===== config.mk =====
export PLATFORM = sky130hd
export DESIGN_NAME = likely_branch_unit
export DESIGN_NICKNAME = d
export VERILOG_FILES = /design/src/rtl/lbu_pkg.sv /design/src/rtl/lbu_cond.sv /design/src/rtl/lbu_addr.sv /design/src/rtl/lbu_annul_reg.sv /design/src/rtl/likely_branch_unit.sv
export SDC_FILE = /design/constraint.sdc
export NUM_CORES = 1
export LEC_CHECK = 0
export BUFFER_PORTS_ARGS = -buffer_cell sky130_fd_sc_hd__clkbuf_2
export CAP_MARGIN = 10
export CORE_AREA = 3 3 86 88
export CTS_BUF_LIST = sky130_fd_sc_hd__clkbuf_2
export DETAILED_ROUTE_END_ITERATION = 7
export DIE_AREA = 0 0 89 91
export PLACE_DENSITY = 0.82
export RECOVER_POWER = 100
export SYNTH_ARGS = -nofsm -noshare
export SYNTH_HDL_FRONTEND = slang
export SYNTH_SLANG_ARGS = --single-unit

===== constraint.sdc =====
create_clock -name clk -period 4 [get_ports clk]
set_input_delay 0.8 -clock clk [delete_from_list [all_inputs] [get_ports clk]]
set_output_delay 0.8 -clock clk [all_outputs]
set_load 0.02 [all_outputs]

===== src/rtl/lbu_pkg.sv =====
package lbu_pkg;
  localparam int KIND_W = 4;

  typedef enum logic [KIND_W-1:0] {
    BK_NONE     = 4'd0,
    BK_EQ       = 4'd1,
    BK_NE       = 4'd2,
    BK_LEZ      = 4'd3,
    BK_GTZ      = 4'd4,
    BK_LTZ      = 4'd5,
    BK_GEZ      = 4'd6,
    BK_LTZ_LINK = 4'd7,
    BK_GEZ_LINK = 4'd8,
    BK_CP_TRUE  = 4'd9,
    BK_CP_FALSE = 4'd10
  } br_kind_e;
endpackage


===== src/rtl/lbu_cond.sv =====
module lbu_cond #(
  parameter int XLEN = 32
) (
  input  logic [lbu_pkg::KIND_W-1:0] kind,
  input  logic [XLEN-1:0]            a,
  input  logic [XLEN-1:0]            b,
  input  logic                       cp_flag,
  output logic                       is_branch,
  output logic                       is_link,
  output logic                       cond_true
);
  import lbu_pkg::*;

  logic a_neg, a_zero, a_eq_b;
  br_kind_e k;

  assign k      = br_kind_e'(kind);
  assign a_neg  = a[XLEN-1];
  assign a_zero = (a == '0);
  assign a_eq_b = (a == b);

  always_comb begin
    is_branch = 1'b1;
    is_link   = 1'b0;
    cond_true = 1'b0;
    unique case (k)
      BK_EQ:       cond_true = a_eq_b;
      BK_NE:       cond_true = !a_eq_b;
      BK_LEZ:      cond_true = a_neg || a_zero;
      BK_GTZ:      cond_true = !a_neg && !a_zero;
      BK_LTZ:      cond_true = a_neg;
      BK_GEZ:      cond_true = !a_neg;
      BK_LTZ_LINK: begin cond_true = a_neg;  is_link = 1'b1; end
      BK_GEZ_LINK: begin cond_true = !a_neg; is_link = 1'b1; end
      BK_CP_TRUE:  cond_true = cp_flag;
      BK_CP_FALSE: cond_true = !cp_flag;
      default:     is_branch = 1'b0;
    endcase
  end
endmodule


===== src/rtl/lbu_addr.sv =====
module lbu_addr #(
  parameter int XLEN      = 32,
  parameter int OFF_W     = 16,
  parameter int ALIGN_SH  = 2,
  parameter int LINK_STEP = 4
) (
  input  logic [XLEN-1:0]  base_pc,
  input  logic [OFF_W-1:0] off,
  output logic [XLEN-1:0]  target,
  output logic [XLEN-1:0]  ret_addr
);
  localparam int EXT_W = XLEN - OFF_W;

  logic [XLEN-1:0] off_ext;
  logic [XLEN-1:0] off_scaled;

  assign off_ext    = {{EXT_W{off[OFF_W-1]}}, off};
  assign off_scaled = off_ext << ALIGN_SH;
  assign target     = base_pc + off_scaled;
  assign ret_addr   = base_pc + XLEN'(LINK_STEP);
endmodule


===== src/rtl/lbu_annul_reg.sv =====
module lbu_annul_reg (
  input  logic clk,
  input  logic rst,
  input  logic stall,
  input  logic annul_in,
  output logic annul_q
);
  always_ff @(posedge clk) begin
    if (rst)        annul_q <= 1'b0;
    else if (stall) annul_q <= 1'b0;
    else            annul_q <= annul_in;
  end
endmodule


===== src/rtl/likely_branch_unit.sv =====
module likely_branch_unit #(
  parameter int XLEN      = 32,
  parameter int OFF_W     = 16,
  parameter int ALIGN_SH  = 2,
  parameter int LINK_STEP = 4
) (
  input  logic                       clk,
  input  logic                       rst,
  input  logic                       stall,
  input  logic [lbu_pkg::KIND_W-1:0] br_kind,
  input  logic [XLEN-1:0]            opnd_a,
  input  logic [XLEN-1:0]            opnd_b,
  input  logic [OFF_W-1:0]           offset_imm,
  input  logic [XLEN-1:0]            slot_pc,
  input  logic                       cp_cond,
  output logic                       br_taken,
  output logic [XLEN-1:0]            br_target,
  output logic                       annul_slot,
  output logic                       link_we,
  output logic [XLEN-1:0]            link_addr,
  output logic                       annul_slot_q
);
  logic is_br, is_lnk, cond_ok;

  lbu_cond #(.XLEN(XLEN)) u_cond (
    .kind      (br_kind),
    .a         (opnd_a),
    .b         (opnd_b),
    .cp_flag   (cp_cond),
    .is_branch (is_br),
    .is_link   (is_lnk),
    .cond_true (cond_ok)
  );

  lbu_addr #(
    .XLEN(XLEN), .OFF_W(OFF_W), .ALIGN_SH(ALIGN_SH), .LINK_STEP(LINK_STEP)
  ) u_addr (
    .base_pc  (slot_pc),
    .off      (offset_imm),
    .target   (br_target),
    .ret_addr (link_addr)
  );

  assign br_taken   = is_br && cond_ok;
  assign annul_slot = is_br && !cond_ok;
  assign link_we    = is_lnk;

  lbu_annul_reg u_annul (
    .clk      (clk),
    .rst      (rst),
    .stall    (stall),
    .annul_in (annul_slot),
    .annul_q  (annul_slot_q)
  );
endmodule


# Word level (Yosys, flattened, before mapping)

Cells that the tools add are included.

Add/sub/neg operators: 2
Multipliers: 0
Div/mod/pow operators: 0
Order comparisons: 0
Eq/ne operators: 11
Shift-type cells: 0
Multiplexer cells: 3
Bitwise gates (word level): 0
Reduce and logical (&&, ||, !) cells: 15

Operator list:

| kind                                                 | number |
|---|---|
| adder 32 x 3 -> 32 bit (second input constant)       | 1 |
| adder 32 bit                                         | 1 |
| equality test 32 bit                                 | 1 |
| zero test 32 bit                                     | 1 |
| equality test 4 x 3 -> 1 bit (second input constant) | 4 |
| equality test 4 bit (second input constant)          | 3 |
| OR reduction 10 bit                                  | 1 |
| equality test 4 x 2 -> 1 bit (second input constant) | 2 |
| one-hot mux 1 bit (8 select lines)                   | 1 |
| OR reduction 2 bit                                   | 4 |
| zero test 1 bit                                      | 5 |
| equality test 4 x 1 -> 1 bit (second input constant) | 1 |
| logical AND 1 bit                                    | 3 |
| two-way mux 1 bit                                    | 2 |
| logical OR 1 bit                                     | 1 |

Register bits: 1
Latch bits: 0
Memory bits (writable): 0
Memory bits (read-only): 0
Input port bits: 120
Word-level logic and storage cells: 32
Memories kept: 0

# Depth between registers and ports, before layout

Word-level depth: 6
Depth in mapped cells: 9

# Hierarchy

A second synthesis with hierarchy kept.

Cell total of the unflattened synthesis: 388
Area total of the unflattened synthesis: 2812.7 sq um

Modules (own cells, without submodules):

| module             | times used | cells each | area an instance (sq um) |
|---|---|---|---|
| lbu_addr           | 1          | 308        | 2173.3 |
| lbu_cond           | 1          | 76         | 590.6 |
| lbu_annul_reg      | 1          | 2          | 32.5 |
| likely_branch_unit | 1          | 2          | 16.3 |

# Worst setup path after synthesis

Ideal clock, no wire load.

Path kind: in2out
Start point: input offset_imm[0]
End point: output br_target[24]
Arrival: 2.933 ns
Path slack: 0.267 ns
Cell stages on the path: 9
Cell sequence: ha_1 -> inv_1 -> fa_1 -> and2b_1 -> o2111ai_1 -> a21oi_1 -> o211ai_1 -> and4_1 -> a311oi_1

Word-level cells in the longest chain between the ends: 1

Ends and longest elaborated chain:

| element            | line                     | RTL |
|---|---|---|
| start: declaration | likely_branch_unit.sv:13 | `input logic [OFF_W-1:0] offset_imm,` |
| adder 32 bit       | lbu_addr.sv:19           | `assign target = base_pc + off_scaled;` |
| end: declaration   | likely_branch_unit.sv:17 | `output logic [XLEN-1:0] br_target,` |

No other way between the ends.

# Worst setup path after layout

Start point: input slot_pc[9]
End point: output br_target[24]

Word-level cells in the longest chain between the ends: 1

Ends and longest elaborated chain:

| element            | line                     | RTL |
|---|---|---|
| start: declaration | likely_branch_unit.sv:14 | `input logic [XLEN-1:0] slot_pc,` |
| adder 32 bit       | lbu_addr.sv:19           |  |

No other way between the ends.

==> impl_metrics.json <==
{
  "hold_path.class": "input port to flop",
  "path_clk_slew_ns": 0,
  "clockPowerShare_pct": 0,
  "ir_worst_vdd_uv": 107,
  "crit_fanout": 5,
  "vias": 4027,
  "placedCellCount": 680,
  "dieArea_mm2": 0.00810,
  "grt_use_met1_pct": 28.4,
  "wl_per_cell_um": 16.4,
  "grt_first_pass_wirelength_mm": 16.8,
  "detail-route-antenna-nets": 0,
  "cp-end-kind": "output port",
  "power_frac_comb_pct": 98.4,
  "largest_reg_flops": 1,
  "timing.hold.ws_ns": 1.09,
  "yosysWarnings": 0,
  "cp.arrival_ns": 3.09,
  "die_h_um": 91,
  "initial_core_util_pct": 44.2,
  "met2_usage_pct": 48.1,
  "worstPathRequired_ns": 3.20,
  "p_leak_nw": 1.88,
  "grt-busiest-layer": "met2",
  "finalMaxSlewViolations": 0,
  "seqPwrFrac_pct": 1.6,
  "portBuffers": 181,
  "p_int_uw": 266,
  "fin_nets": 754,
  "min_period_over_period_pct": 97.2,
  "fp.dieW_um": 89,
  "syn-num-nets": 572,
  "relSlewSlack_pct": 45.1,
  "grt_overflow": 0,
  "setup_viol": 0,
  "syn_to_final_growth_pct": 33.2,
  "grt_use_met3_pct": 1.18,
  "top_regs": "u_annul.annul_q: 1 flops",
  "viasPerCell": 5.91,
  "finalHoldViolations": 0,
  "async_flop_share_pct": 0,
  "netSwitchingFraction_pct": 61.2,
  "fill_cells": 677,
  "antenna_found_initial": 0,
  "avgSynthCellArea_um2": 7.05,
  "first_global_vias": 3761,
  "status": "finished, final reports clean",
  "final_util_pct": 58.8,
  "core_mm2": 0.00672,
  "routed_wl_mm": 11.2,
  "yosysSeqAreaShare_pct": 0.675,
  "drt_iter0_markers": 135,
  "drc": 0,
  "grt_max_degree": 16,
  "crit_type": "input port to output port",
  "drive_gt1_share_pct": 27.5,
  "worst-slew-pin-transition_ns": 0.816,
  "timing.fmax_ghz": 0.257,
  "firstDrtPassIters": 4,
  "netlist_area_mm2": 0.00297,
  "cap_viol_max_count": 0,
  "gp_congestion": 1.03,
  "ys_seq_elements": 1,
  "dp_hpwl_mm": 9.63,
  "ys_types": 63,
  "antenna_cells": 0,
  "power.density_mw_per_mm2": 173,
  "io_pins": 188,
  "rows": 30,
  "final_cells": 681,
  "synth-main-ff-cell": "dfxtp_1",
  "p_switching_uw": 419,
  "regMostFlops": "u_annul.annul_q",
  "synthCells": 421,
  "synth_edf_count": 0,
  "gr-usage-all-layers_pct": 24.7,
  "timing.final.crit_period_ns": 3.89,
  "setup.worst_path.start_class": "input port"
}
through the flow:
step	setup WS [ns]	cell area (µm²)	total power [mW]	TNS [ns]
floorplan	0.267	2970	0.440	0
global placement	0.163	3980	0.668	0
detailed placement	0.0192	3980	0.679	0
CTS	0.0425	3990	0.684	0
global route	-0.0179	3950	0.740	-0.0443
finish	0.112	3950	0.685	0
routing by layer:
metal	vias up	wire length [µm]
met5	-	0
met4	0	260
met3	22	781
met2	199	5870
li1	1940	-
met1	1866	4250
cell type report:
cell class / count / area [µm²] / share of cell area [%]
multi-input combinational: 394 / 2850 / 72.2
sequential: 1 / 20.0 / 0.506
tap: 80 / 100 / 2.53
inverter: 15 / 56.3 / 1.42
timing repair buffer: 191 / 922 / 23.3
cell usage after synthesis, types with 3 or more instances:
cell	number	area share (%)
nand2b_1	6	1.3
a21o_1	12	3.0
nor2_1	24	3.0
and2_1	5	1.1
o2111ai_1	3	0.89
inv_1	15	1.9
nand3_1	10	1.7
nor3b_1	3	0.76
nor3_1	10	1.7
and4_1	5	1.5
a21oi_1	30	5.1
o211ai_1	6	1.5
buf_4	4	1.0
and3_1	11	2.3
o21a_1	5	1.3
a211oi_1	5	1.3
or3_1	3	0.63
nand2_1	46	5.8
nand4_1	11	2.3
nor4b_1	4	1.2
o21bai_1	3	0.76
ha_1	30	13
nor4_1	15	3.2
mux2i_1	3	1.0
xor2_1	51	15
a311oi_1	5	1.5
o21ai_0	19	3.2
xnor2_1	31	9.1
clkbuf_1	4	0.51
path summary, 6_finish.rpt:
check	cells past startpoint	endpoint	start	slack, ns
setup / recovery	8	br_target[24]	slot_pc[9]	0.11
hold / removal	4	u_annul.annul_q$_SDFF_PP0_	rst	1.09
worst max-delay path, stage by stage:
cell,delay (ns)
clkbuf_2,0.12
ha_1,0.37
a21oi_1,0.08
o21ai_0,0.63
o211ai_1,0.36
and4_1,0.27
a311oi_2,0.24
buf_2,0.20
kinds of logic (layout without fill, tap and decap cells):
kind of cell / after synthesis / count (layout) / share of synthesized area (%)
AO/OA/AOI/OAI: 111 / 111 / 25.6
XOR/XNOR: 82 / 82 / 24.2
adder cells (fa/ha/maj): 31 / 31 / 13.3
buffers and inverters: 26 / 206 / 3.88
flip-flops: 1 / 1 / 0.675
multiplexers: 5 / 5 / 1.77
AND/OR/NAND/NOR: 165 / 165 / 30.5
placed cells by master (no fill, tap or decap), drive strengths merged, types with 2 or more instances in the layout:
master   synthesis  final
a211oi           6      6
a21boi           2      2
a21o            12     12
a21oi           31     31
a311oi           5      5
a31oi            2      2
and2             5      5
and3            12     12
and4             5      5
buf              7     10
clkbuf           4    181
ha              30     30
inv             15     15
mux2             2      2
mux2i            3      3
nand2           46     46
nand2b           6      6
nand3           11     11
nand4           12     12
nand4b           2      2
nor2            24     24
nor2b            2      2
nor3            12     12
nor3b            3      3
nor4            16     16
nor4b            4      4
o2111ai          3      3
o211ai           7      7
o21a             5      5
o21ai           19     19
o21bai           3      3
o221a            2      2
o22ai            2      2
or3              3      3
xnor2           31     31
xor2            51     51
timing repair:
| action | 4_1_cts | 5_1_grt |
|---|---|---|
| resized for setup | 1 | 7 |
| cloned | 0 | 0 |
| pin swaps | 0 | 3 |
| buffers inserted | 0 | 1 |
| hold buffers | 0 | 0 |
| setup endpoints to repair | 1 | 7 |
power groups by stage:
stage          Clock [mW]  Combinational, mW  Sequential [mW]
2_1_floorplan           0              0.429           0.0115
3_3_place_gp            0              0.657           0.0108
3_5_place_dp            0              0.669           0.0108
4_1_cts                 0              0.673           0.0108
5_1_grt                 0              0.729           0.0108
6_report                0              0.674           0.0108
Power figures use the tool's default switching activity.
